--- config.mk ---
export PLATFORM = sky130hd
export DESIGN_NAME = cfg_sync_packer
export DESIGN_NICKNAME = d
export VERILOG_FILES = /design/src/rtl/cfg_sync_pkg.sv /design/src/rtl/sync_hunter.sv /design/src/rtl/word_packer.sv /design/src/rtl/stream_end_monitor.sv /design/src/rtl/cfg_sync_packer.sv
export SDC_FILE = /design/constraint.sdc
export NUM_CORES = 1
export LEC_CHECK = 0
export ABC_AREA = 1
export BUFFER_PORTS_ARGS = -buffer_cell sky130_fd_sc_hd__buf_2
export CAP_MARGIN = 20
export CORE_MARGIN = 2
export CORE_UTILIZATION = 45
export CTS_CLUSTER_DIAMETER = 50
export DETAILED_ROUTE_END_ITERATION = 10
export HOLD_SLACK_MARGIN = 0.06
export PLACE_DENSITY = 0.75
export SETUP_SLACK_MARGIN = 0.1
export SLEW_MARGIN = 10
export SYNTH_ARGS = -nofsm -noshare
export SYNTH_HDL_FRONTEND = slang
export SYNTH_HIERARCHICAL = 1
export SYNTH_SLANG_ARGS = --single-unit
--- constraint.sdc ---
create_clock -name clk -period 1.4 [get_ports clk]
set_input_delay 0.28 -clock clk [delete_from_list [all_inputs] [get_ports clk]]
set_output_delay 0.28 -clock clk [all_outputs]
set_load 0.01 [all_outputs]
--- src/rtl/cfg_sync_pkg.sv ---
package cfg_sync_pkg;
  localparam int unsigned DEF_BYTE_W     = 8;
  localparam int unsigned DEF_SYNC_BYTES = 4;
  localparam int unsigned DEF_WORD_BYTES = 4;
  localparam logic [31:0] DEF_SYNC_VALUE = 32'hAA99_5566;

  // byte k of a pattern, counting from the first byte sent
  function automatic logic [7:0] pattern_byte(input logic [31:0] pat, input int unsigned nbytes,
                                              input int unsigned k);
    return pat[(nbytes-1-k)*8 +: 8];
  endfunction
endpackage

--- src/rtl/sync_hunter.sv ---
module sync_hunter #(
  parameter int unsigned BYTE_W     = 8,
  parameter int unsigned SYNC_BYTES = 4,
  parameter logic [SYNC_BYTES*BYTE_W-1:0] SYNC_VALUE = 32'hAA99_5566
) (
  input  logic              clk,
  input  logic              rst,
  input  logic [BYTE_W-1:0] byte_i,
  input  logic              valid_i,
  input  logic              done_i,
  output logic              hit_o,
  output logic              locked_o
);
  localparam int unsigned HIST   = SYNC_BYTES - 1;
  localparam int unsigned HIST_W = HIST * BYTE_W;
  localparam int unsigned FILL_W = $clog2(SYNC_BYTES + 1);

  logic [HIST_W-1:0]     hist_q;
  logic [FILL_W-1:0]     fill_q;
  logic                  locked_q;
  logic [SYNC_BYTES-1:0] lane_match;
  logic                  hunt;

  assign hunt = valid_i & ~locked_q & ~done_i;

  // lane 0 is the oldest byte, the last lane is the byte on the input now
  for (genvar i = 0; i < SYNC_BYTES; i++) begin : g_lane
    localparam logic [BYTE_W-1:0] EXP = SYNC_VALUE[(SYNC_BYTES-1-i)*BYTE_W +: BYTE_W];
    if (i < HIST) begin : g_hist
      assign lane_match[i] = (hist_q[(HIST-1-i)*BYTE_W +: BYTE_W] == EXP);
    end else begin : g_now
      assign lane_match[i] = (byte_i == EXP);
    end
  end

  assign hit_o    = hunt & (fill_q == FILL_W'(HIST)) & (&lane_match);
  assign locked_o = locked_q;

  always_ff @(posedge clk) begin
    if (rst) begin
      hist_q   <= '0;
      fill_q   <= '0;
      locked_q <= 1'b0;
    end else if (hunt) begin
      hist_q <= (hist_q << BYTE_W) | HIST_W'(byte_i);
      if (fill_q != FILL_W'(HIST)) fill_q <= fill_q + 1'b1;
      if (hit_o) locked_q <= 1'b1;
    end
  end
endmodule

--- src/rtl/word_packer.sv ---
module word_packer #(
  parameter int unsigned BYTE_W     = 8,
  parameter int unsigned WORD_BYTES = 4
) (
  input  logic                         clk,
  input  logic                         rst,
  input  logic [BYTE_W-1:0]            byte_i,
  input  logic                         take_i,
  output logic [WORD_BYTES*BYTE_W-1:0] word_o,
  output logic                         word_vld_o,
  output logic                         last_slot_o
);
  localparam int unsigned ACC_W = (WORD_BYTES - 1) * BYTE_W;
  localparam int unsigned CNT_W = (WORD_BYTES > 1) ? $clog2(WORD_BYTES) : 1;
  localparam logic [CNT_W-1:0] LAST = CNT_W'(WORD_BYTES - 1);

  logic [ACC_W-1:0] acc_q;
  logic [CNT_W-1:0] cnt_q;

  assign last_slot_o = (cnt_q == LAST);

  always_ff @(posedge clk) begin
    if (rst) begin
      acc_q      <= '0;
      cnt_q      <= '0;
      word_o     <= '0;
      word_vld_o <= 1'b0;
    end else begin
      word_vld_o <= 1'b0;
      if (take_i) begin
        if (cnt_q == LAST) begin
          word_o     <= {acc_q, byte_i};
          word_vld_o <= 1'b1;
          cnt_q      <= '0;
        end else begin
          cnt_q <= cnt_q + 1'b1;
        end
        acc_q <= (acc_q << BYTE_W) | ACC_W'(byte_i);
      end
    end
  end
endmodule

--- src/rtl/stream_end_monitor.sv ---
module stream_end_monitor (
  input  logic clk,
  input  logic rst,
  input  logic valid_i,
  input  logic last_i,
  input  logic locked_i,
  input  logic hit_i,
  input  logic last_slot_i,
  output logic done_o,
  output logic no_sync_o,
  output logic trunc_o
);
  logic end_seen;
  assign end_seen = valid_i & last_i & ~done_o;

  always_ff @(posedge clk) begin
    if (rst) begin
      done_o    <= 1'b0;
      no_sync_o <= 1'b0;
      trunc_o   <= 1'b0;
    end else if (end_seen) begin
      done_o <= 1'b1;
      if (!locked_i && !hit_i) no_sync_o <= 1'b1;
      if (locked_i && !last_slot_i) trunc_o <= 1'b1;
    end
  end
endmodule

--- src/rtl/cfg_sync_packer.sv ---
module cfg_sync_packer #(
  parameter int unsigned BYTE_W     = cfg_sync_pkg::DEF_BYTE_W,
  parameter int unsigned SYNC_BYTES = cfg_sync_pkg::DEF_SYNC_BYTES,
  parameter int unsigned WORD_BYTES = cfg_sync_pkg::DEF_WORD_BYTES,
  parameter logic [SYNC_BYTES*BYTE_W-1:0] SYNC_VALUE = cfg_sync_pkg::DEF_SYNC_VALUE,
  localparam int unsigned WORD_W = WORD_BYTES * BYTE_W
) (
  input  logic              clk,
  input  logic              rst,
  input  logic [BYTE_W-1:0] in_byte,
  input  logic              in_valid,
  input  logic              in_last,
  output logic              sync_found,
  output logic [WORD_W-1:0] word_data,
  output logic              word_valid,
  output logic              no_sync_err,
  output logic              trunc_err
);
  logic hit, locked, done, last_slot, take;

  assign take       = in_valid & locked & ~done;
  assign sync_found = locked;

  sync_hunter #(
    .BYTE_W(BYTE_W), .SYNC_BYTES(SYNC_BYTES), .SYNC_VALUE(SYNC_VALUE)
  ) u_hunter (
    .clk(clk), .rst(rst), .byte_i(in_byte), .valid_i(in_valid), .done_i(done),
    .hit_o(hit), .locked_o(locked)
  );

  word_packer #(
    .BYTE_W(BYTE_W), .WORD_BYTES(WORD_BYTES)
  ) u_packer (
    .clk(clk), .rst(rst), .byte_i(in_byte), .take_i(take),
    .word_o(word_data), .word_vld_o(word_valid), .last_slot_o(last_slot)
  );

  stream_end_monitor u_end (
    .clk(clk), .rst(rst), .valid_i(in_valid), .last_i(in_last), .locked_i(locked),
    .hit_i(hit), .last_slot_i(last_slot), .done_o(done), .no_sync_o(no_sync_err),
    .trunc_o(trunc_err)
  );
endmodule

==> flow_metrics.env, run 1 <==
export IMPL_cts_tree="yes"
export IMPL_remaining_drc_errors=0
export IMPL_fin_skew_ns=0.01128
export IMPL_cpMostUsedCell="ha_4"
export IMPL_clk_pin_slew_ns=0.09
export IMPL_maxCapViolations=0
export IMPL_fp_dieH_microns=94.68
export IMPL_slowest_stage="dfxtp_2"
export IMPL_fin_cells=668
export IMPL_nets=574
export IMPL_period_share_pct=95.03
export IMPL_slew_headroom_pct=69.34
export IMPL_power_leakage_nw=2.090
export IMPL_final_min_clock_period_ns=1.330
export IMPL_pin_count=48
export IMPL_grt_ovfl_total=0
export IMPL_swShare_pct=22.91
export IMPL_clk_latency_ns=0.36
export IMPL_cpPeakStageDelay_ns=0.37
export IMPL_synth_fp_nets=521
export IMPL_synth_common_cells="nor2_1 (137), nand2_1 (105), dfxtp_1 (90), inv_1 (53), nand3_1 (21)"
export IMPL_area_delta_synth_final_pct=19.75
export IMPL_grt_max_degree=38
export IMPL_min_delay_start="in_byte[4]"
export IMPL_seq_area_sq_mm=0.001807
export IMPL_synth_seq_area_share_pct=48.70
export IMPL_cts_hold_buf=0
export IMPL_syn_area_sq_mm=0.003700
export IMPL_p_sw_mw=1.118
export IMPL_cts_max_level=3
export IMPL_cts_max_path_buffers=2
export IMPL_drt_iter0_markers=121
export IMPL_synth_largest_area_cell="dfxtp_1"
export IMPL_syn_inst=505
export IMPL_crit_type="reg2reg"
export IMPL_internal_power_mw=3.761
export IMPL_synth_ff_type="dfxtp_1"
export IMPL_routed_via_count=3117
export IMPL_cts_root_buf="clkbuf_8"
export IMPL_start_kind="register"
export IMPL_p_comb_share_pct=6.5
export IMPL_cp_max_fo=3
export IMPL_seqPwrFrac_pct=54.3
export IMPL_via_per_inst=4.666
export IMPL_hold_end="u_hunter/hist_q[4]"
export IMPL_gr_usage_all_layers_pct=18.25
export IMPL_grt_pass1_wl_mm=12.85
export IMPL_numPortBuffers=47
export IMPL_rows=33
export IMPL_drive_gt1_share_pct=20.96
export IMPL_antenna_found_initial=0
export IMPL_synth_seq_cells=90
export IMPL_grt_pass1_vias=2804
export IMPL_place_congestion=0.7415
export IMPL_avgSynthCellArea_sq_um=7.326
export IMPL_die_area_sq_mm=0.008963
export IMPL_peakVddDrop_mv=0.4519
export IMPL_whs_path_depth=3
export IMPL_arrival_ns=1.61
export IMPL_crit_family="flip-flops"
export IMPL_power_share_clock_pct=39.2
export IMPL_wl_per_cell_microns=11.74
export IMPL_r2r_start="u_hunter/fill_q[0]"
export IMPL_p_per_area_mw_per_mm2=1101
export IMPL_multi_input_area_sq_mm=0.001554
export IMPL_synth_top_area_share_pct=48.70
export IMPL_die_w_microns=94.68
export IMPL_hold_path_class="in2reg"
export IMPL_ys_top_cells_by_area="dfxtp_1 (49%), nor2_1 (14%), nand2_1 (11%)"
export IMPL_r2r_end="u_hunter/locked_o"
export IMPL_cts_sinks=90
export IMPL_synth_async_sr_flop_share_pct=0
export IMPL_hpwlAfterDp_mm=5.113
export IMPL_first_pass_iters=4
export IMPL_rsz0062_at_grt="yes"
export IMPL_fmax_mhz=751.6
export IMPL_drv_slew=0
export IMPL_ant_nets=0
export IMPL_cp_buffers_inverters=2
export IMPL_synth_edf_count=0
export IMPL_worstMarginPinSlew_ns=0.4600
export IMPL_start_util_pct=45.72
export IMPL_routed_wl_mm=7.845
export IMPL_yosysMostFrequentCell="nor2_1"
export IMPL_core_area_sq_mm=0.008093
export IMPL_cts_buffers=9
export IMPL_reg2reg_depth=9
export IMPL_p_total_mw=4.879
export IMPL_r2r_slack_ns=0.07
export IMPL_required_ns=1.68
export IMPL_yosysWarnings=6
export IMPL_setup_violations=0
export IMPL_diodes=0
export IMPL_nFillCells=815
export IMPL_synth_cell_types=23
export IMPL_numPlacedInstances=643
export IMPL_final_hold_viol_count=0
export IMPL_status="finished, final reports clean"
export IMPL_path_cells="ha_4 -> ha_4 -> inv_2 -> nor2_1 -> nand2_1 -> nor2_2 -> buf_4 -> nand3_2 -> a21oi_2"
export IMPL_endpoint_kind="register"
==> worst min-delay path: cells and delay by family <==
family          cells  cell delay, ns
compound gates      1            0.05
buf+inv             1            0.13
simple gates        1            0.07
==> flip-flops by register name (all words and copies together) (netlist names), 2 cells and up <==
register and count:
u_hunter/fill_q 3, u_packer/cnt_q 2, u_hunter/hist_q 24, u_packer/word_o 32
u_packer/acc_q 24
==> power by group through the flow <==
stage          combinational, mW  clock [mW]  sequential, mW
2_1_floorplan              0.227           0            2.70
3_3_place_gp               0.305           0            2.71
3_5_place_dp               0.315           0            2.71
4_1_cts                    0.317        1.95            2.65
5_1_grt                    0.358        2.05            2.66
6_report                   0.317        1.91            2.65
==> metal layers <==
layer | routed length, microns | GRT usage, %
met2 | 3568 | 29.67
met3 | 406 | 4.789
met5 | 0 | 0
met1 | 3753 | 23.40
met4 | 117 | 6.522
==> stage by stage <==
step	hold WS (ns)	cell area (sq um)	worst slack (ns)	TNS [ns]	util, %
6_report	0.2176	4431	0.06954	0	54.75
5_1_grt	0.2269	4431	-0.08170	-0.1238	54.75
4_1_cts	0.2051	4325	0.05118	0	53.45
3_5_place_dp	0.4430	4055	0.002761	0	50.11
3_3_place_gp	0.4363	4055	0.03779	0	50.11
2_1_floorplan	0.3491	3726	0.1039	0	-
==> cell type report <==
cell class	count	area share (%)
well taps	105	2.965
inverters	58	5.140
repair buffers	68	11.01
clock inverters	3	0.9884
multi-input cells	331	35.07
clock buffers	13	4.038
flip-flops and latches	90	40.78
==> layout by cell type, fill, tap and decap left out, types with 2 or more instances in the layout <==
cell / Yosys / final
inv_2: 4 / 4
nand3_1: 21 / 20
dfxtp_2: 0 / 4
buf_2: 13 / 47
nand2_1: 105 / 104
o21ai_1: 2 / 2
buf_4: 7 / 13
nor2_2: 3 / 2
buf_12: 0 / 4
buf_6: 5 / 2
nor2_1: 137 / 136
nor2_4: 1 / 3
o21ai_0: 20 / 20
inv_6: 0 / 3
a211oi_2: 13 / 13
inv_1: 53 / 52
a21oi_1: 20 / 19
ha_1: 4 / 2
dfxtp_1: 90 / 86
ha_4: 0 / 2
clkbuf_8: 0 / 13
==> worst max path at each step <==
| stage | from | end | slack (ns) | depth (start not counted) |
|---|---|---|---|---|
| after global placement | u_hunter/fill_q[1] | u_end/no_sync_o | 0.04 | 11 |
| after global routing | u_hunter/hist_q[0] | u_end/no_sync_o | -0.08 | 9 |
| after floorplan | u_hunter/fill_q[1] | u_end/no_sync_o | 0.10 | 11 |
| final | u_hunter/fill_q[0] | u_hunter/locked_o | 0.07 | 9 |
| after CTS | u_hunter/fill_q[0] | u_end/no_sync_o | 0.05 | 11 |
| after detailed placement | u_hunter/fill_q[1] | u_end/no_sync_o | 0.003 | 11 |
==> timing repair <==
action,CTS,global route
hold endpoints to repair,0,0
resized for setup,6,11
buffers inserted,0,7
setup endpoints to repair,44,13
pin swaps,6,3
cloned,1,1
==> cells by family (layout without fill, tap and decap cells) <==
| group | Yosys count | in the layout | synth area share, % |
|---|---|---|---|
| adders and majority gates | 4 | 4 | 1.353 |
| and+or+nand+nor | 271 | 271 | 28.91 |
| DFF | 90 | 90 | 48.70 |
| AOI/OAI and AO/OA | 56 | 56 | 10.28 |
| buffers and inverters | 84 | 142 | 10.75 |
Power figures use the tool's default switching activity.
==> inputs of run 2 (changes only) <==
--- a/config.mk
+++ b/config.mk
@@ -6,14 +6,17 @@
 export NUM_CORES = 1
 export LEC_CHECK = 0
 export ABC_AREA = 1
+export ABC_CLOCK_PERIOD_IN_PS = 1400
 export BUFFER_PORTS_ARGS = -buffer_cell sky130_fd_sc_hd__buf_2
 export CAP_MARGIN = 20
+export CELL_PAD_IN_SITES_DETAIL_PLACEMENT = 1
+export CELL_PAD_IN_SITES_GLOBAL_PLACEMENT = 1
 export CORE_MARGIN = 2
-export CORE_UTILIZATION = 45
+export CORE_UTILIZATION = 37
 export CTS_CLUSTER_DIAMETER = 50
 export DETAILED_ROUTE_END_ITERATION = 10
 export HOLD_SLACK_MARGIN = 0.06
-export PLACE_DENSITY = 0.75
+export PLACE_DENSITY = 0.82
 export SETUP_SLACK_MARGIN = 0.1
 export SLEW_MARGIN = 10
 export SYNTH_ARGS = -nofsm -noshare
==> run 2 against run 1 <==
Net effect:
- wire length up 20%
- critical path type unchanged
- first-iteration DRC count is 19% lower
- register-to-register slack about the same
- global-route usage is 0.081 points higher
- clock-buffer cell count shrank 2
- cell area is 2.0% higher
- sequential share of layout area fell by 0.71 points
- largest power group unchanged
- flip-flop and latch count unchanged
==> flow_metrics.env, run 2 (same netlist as run 1, synthesis figures left out) <==
export IMPL_final_util_pct=46.44
export IMPL_final_area_sq_mm=0.004518
export IMPL_grt_max_degree=38
export IMPL_startpoint="u_hunter/fill_q[0]"
export IMPL_nFillCells=1264
export IMPL_slew_headroom_pct=68.31
export IMPL_grt_ovfl_total=0
export IMPL_die_area_sq_mm=0.01082
export IMPL_r2r_slack_ns=0.07
export IMPL_routed_wl_mm=9.429
export IMPL_place_congestion=0.7321
export IMPL_cp_max_fo=2
export IMPL_final_min_clock_period_ns=1.329
export IMPL_cts_max_path_buffers=2
export IMPL_hpwlAfterDp_mm=6.004
export IMPL_most_common_layout_cells="nor2_1 (124), nand2_1 (103), dfxtp_1 (85)"
export IMPL_first_pass_iters=4
export IMPL_die_w_microns=104.0
export IMPL_antenna_found_initial=0
export IMPL_reg2reg_depth=11
export IMPL_via_per_inst=4.648
export IMPL_drive_gt1_share_pct=23.62
export IMPL_maxCapViolations=0
export IMPL_cts_hold_buf=0
export IMPL_pin_count=48
export IMPL_required_ns=1.64
export IMPL_p_sw_mw=1.211
export IMPL_rows=36
export IMPL_top_register="u_packer/word_o"
export IMPL_slowest_stage="dfxtp_2"
export IMPL_fmax_mhz=752.6
export IMPL_cts_sinks=90
export IMPL_gr_usage_all_layers_pct=18.33
export IMPL_path_cells="ha_4 -> ha_4 -> inv_2 -> nor2_1 -> nand2_1 -> nor2_2 -> inv_1 -> nor2_1 -> nor2_1 -> nand2_1 -> a21oi_1"
export IMPL_placed_cell_area_sq_mm=0.004110
export IMPL_endpoint_kind="register"
export IMPL_start_kind="register"
export IMPL_internal_power_mw=3.628
export IMPL_p_per_area_mw_per_mm2=1071
export IMPL_ant_nets=0
export IMPL_p_total_mw=4.839
export IMPL_cts_max_level=3
export IMPL_drv_slew=0
export IMPL_numPortBuffers=47
export IMPL_clk_latency_ns=0.37
export IMPL_fin_skew_ns=0.009408
export IMPL_hold_end="u_packer/acc_q[3]"
export IMPL_cts_buffers=9
export IMPL_core_area_sq_mm=0.009729
export IMPL_power_share_clock_pct=38.2
export IMPL_whs_path_depth=3
export IMPL_wl_per_cell_microns=13.55
export IMPL_swShare_pct=25.03
export IMPL_timing_hold_ws_ns=0.1920
export IMPL_power_leakage_nw=2.067
export IMPL_largest_reg_flops=32
export IMPL_period_share_pct=94.91
export IMPL_nets=574
export IMPL_rsz0062_at_grt="yes"
export IMPL_drt_iter0_markers=98
export IMPL_r2r_start="u_hunter/fill_q[0]"
export IMPL_remaining_drc_errors=0
export IMPL_top_regs="u_packer/word_o: 32 flops, u_hunter/hist_q: 24 flops, u_packer/acc_q: 24 flops"
export IMPL_diodes=0
export IMPL_hold_path_class="in2reg"
export IMPL_grt_pass1_vias=3366
export IMPL_worstMarginPinSlew_ns=0.4754
export IMPL_r2r_end="u_end/no_sync_o"
export IMPL_cpMostUsedCell="nor2_1"
export IMPL_cts_tree="yes"
export IMPL_fp_dieH_microns=104.0
export IMPL_min_delay_start="in_byte[3]"
export IMPL_cts_root_buf="clkbuf_8"
export IMPL_crit_type="reg2reg"
export IMPL_peakVddDrop_mv=0.4845
export IMPL_clk_pin_slew_ns=0.09
export IMPL_final_hold_viol_count=0
export IMPL_status="finished, final reports clean"
export IMPL_p_comb_share_pct=7.0
export IMPL_setup_violations=0
export IMPL_arrival_ns=1.57
export IMPL_routed_via_count=3235
export IMPL_start_util_pct=38.03
export IMPL_grt_pass1_wl_mm=15.89
export IMPL_cpPeakStageDelay_ns=0.36
export IMPL_final_common_cell="nor2_1"
export IMPL_area_delta_synth_final_pct=22.12
export IMPL_seqPwrFrac_pct=54.8
## run 2: changes by cell type in the layout (fill, tap and decap cells not counted), moves of 2 or more
cell,before,now
buf_4,13,9
o21ai_0,20,15
o21ai_1,2,6
nor2_2,2,14
buf_12,4,6
clkinvlp_4,0,3
nor2_1,136,124
inv_6,3,1
clkbuf_8,13,10
## run 2: worst max-delay path: cells and delay by family, from the launching register on
kind	cells	cell delay, ns
fa+ha+maj	2	0.27
simple gates	6	0.45
flops	1	0.36
compound gates	1	0.05
buf+inv	2	0.08
## run 2: area by class of cell
type                    count  area (sq um)  share of cell area [%]
clock buffers              11         141.4                   3.129
clock inverters             5         62.56                   1.385
inverters                  58         227.7                   5.040
multi-input cells         331          1593                   35.25
flip-flops and latches     90          1810                   40.07
well taps                 133         166.4                   3.683
repair buffers             67         509.2                   11.27
repair inverters            1         7.507                  0.1662
## run 2: timing repair
action | CTS | global route
pin swaps | 8 | 11
endpoints found under the setup margin | 51 | 64
cloned | 2 | 1
hold endpoints to repair | 0 | 0
resized for setup | 10 | 30
setup buffers | 0 | 5
## run 2: per-layer routing
layer | vias up | GRT usage [%] | part of all wire [%]
met5 | - | 0 | 0
met4 | 0 | 8.398 | 1.9
met3 | 11 | 4.386 | 4.4
met2 | 60 | 30.40 | 48
met1 | 1521 | 22.52 | 46
li1 | 1643 | - | -
## run 2: worst max-delay path by stage
stage | endpoint | cells past startpoint | slack (ns)
2_1_floorplan | u_end/no_sync_o | 11 | 0.10
3_3_place_gp | u_end/no_sync_o | 11 | 0.04
3_5_place_dp | u_end/no_sync_o | 11 | -0.05
4_1_cts | u_end/no_sync_o | 11 | 0.02
5_1_grt | u_end/no_sync_o | 11 | -0.04
6_report | u_end/no_sync_o | 11 | 0.07
## run 2: power groups by stage
stage | Combinational, mW | Sequential (mW) | Clock [mW]
6_report | 0.340 | 2.65 | 1.85
3_3_place_gp | 0.318 | 2.71 | 0
3_5_place_dp | 0.329 | 2.71 | 0
2_1_floorplan | 0.227 | 2.70 | 0
5_1_grt | 0.382 | 2.66 | 2.01
4_1_cts | 0.334 | 2.65 | 1.92
## run 2: stage by stage
step	std cells	TNS, ns	setup slack, ns
floorplan	505	0	0.1039
finish	696	0	0.07127
global route	696	-0.03966	-0.03966
CTS	690	0	0.02396
detailed placement	672	-0.04628	-0.04628
global placement	672	0	0.03672
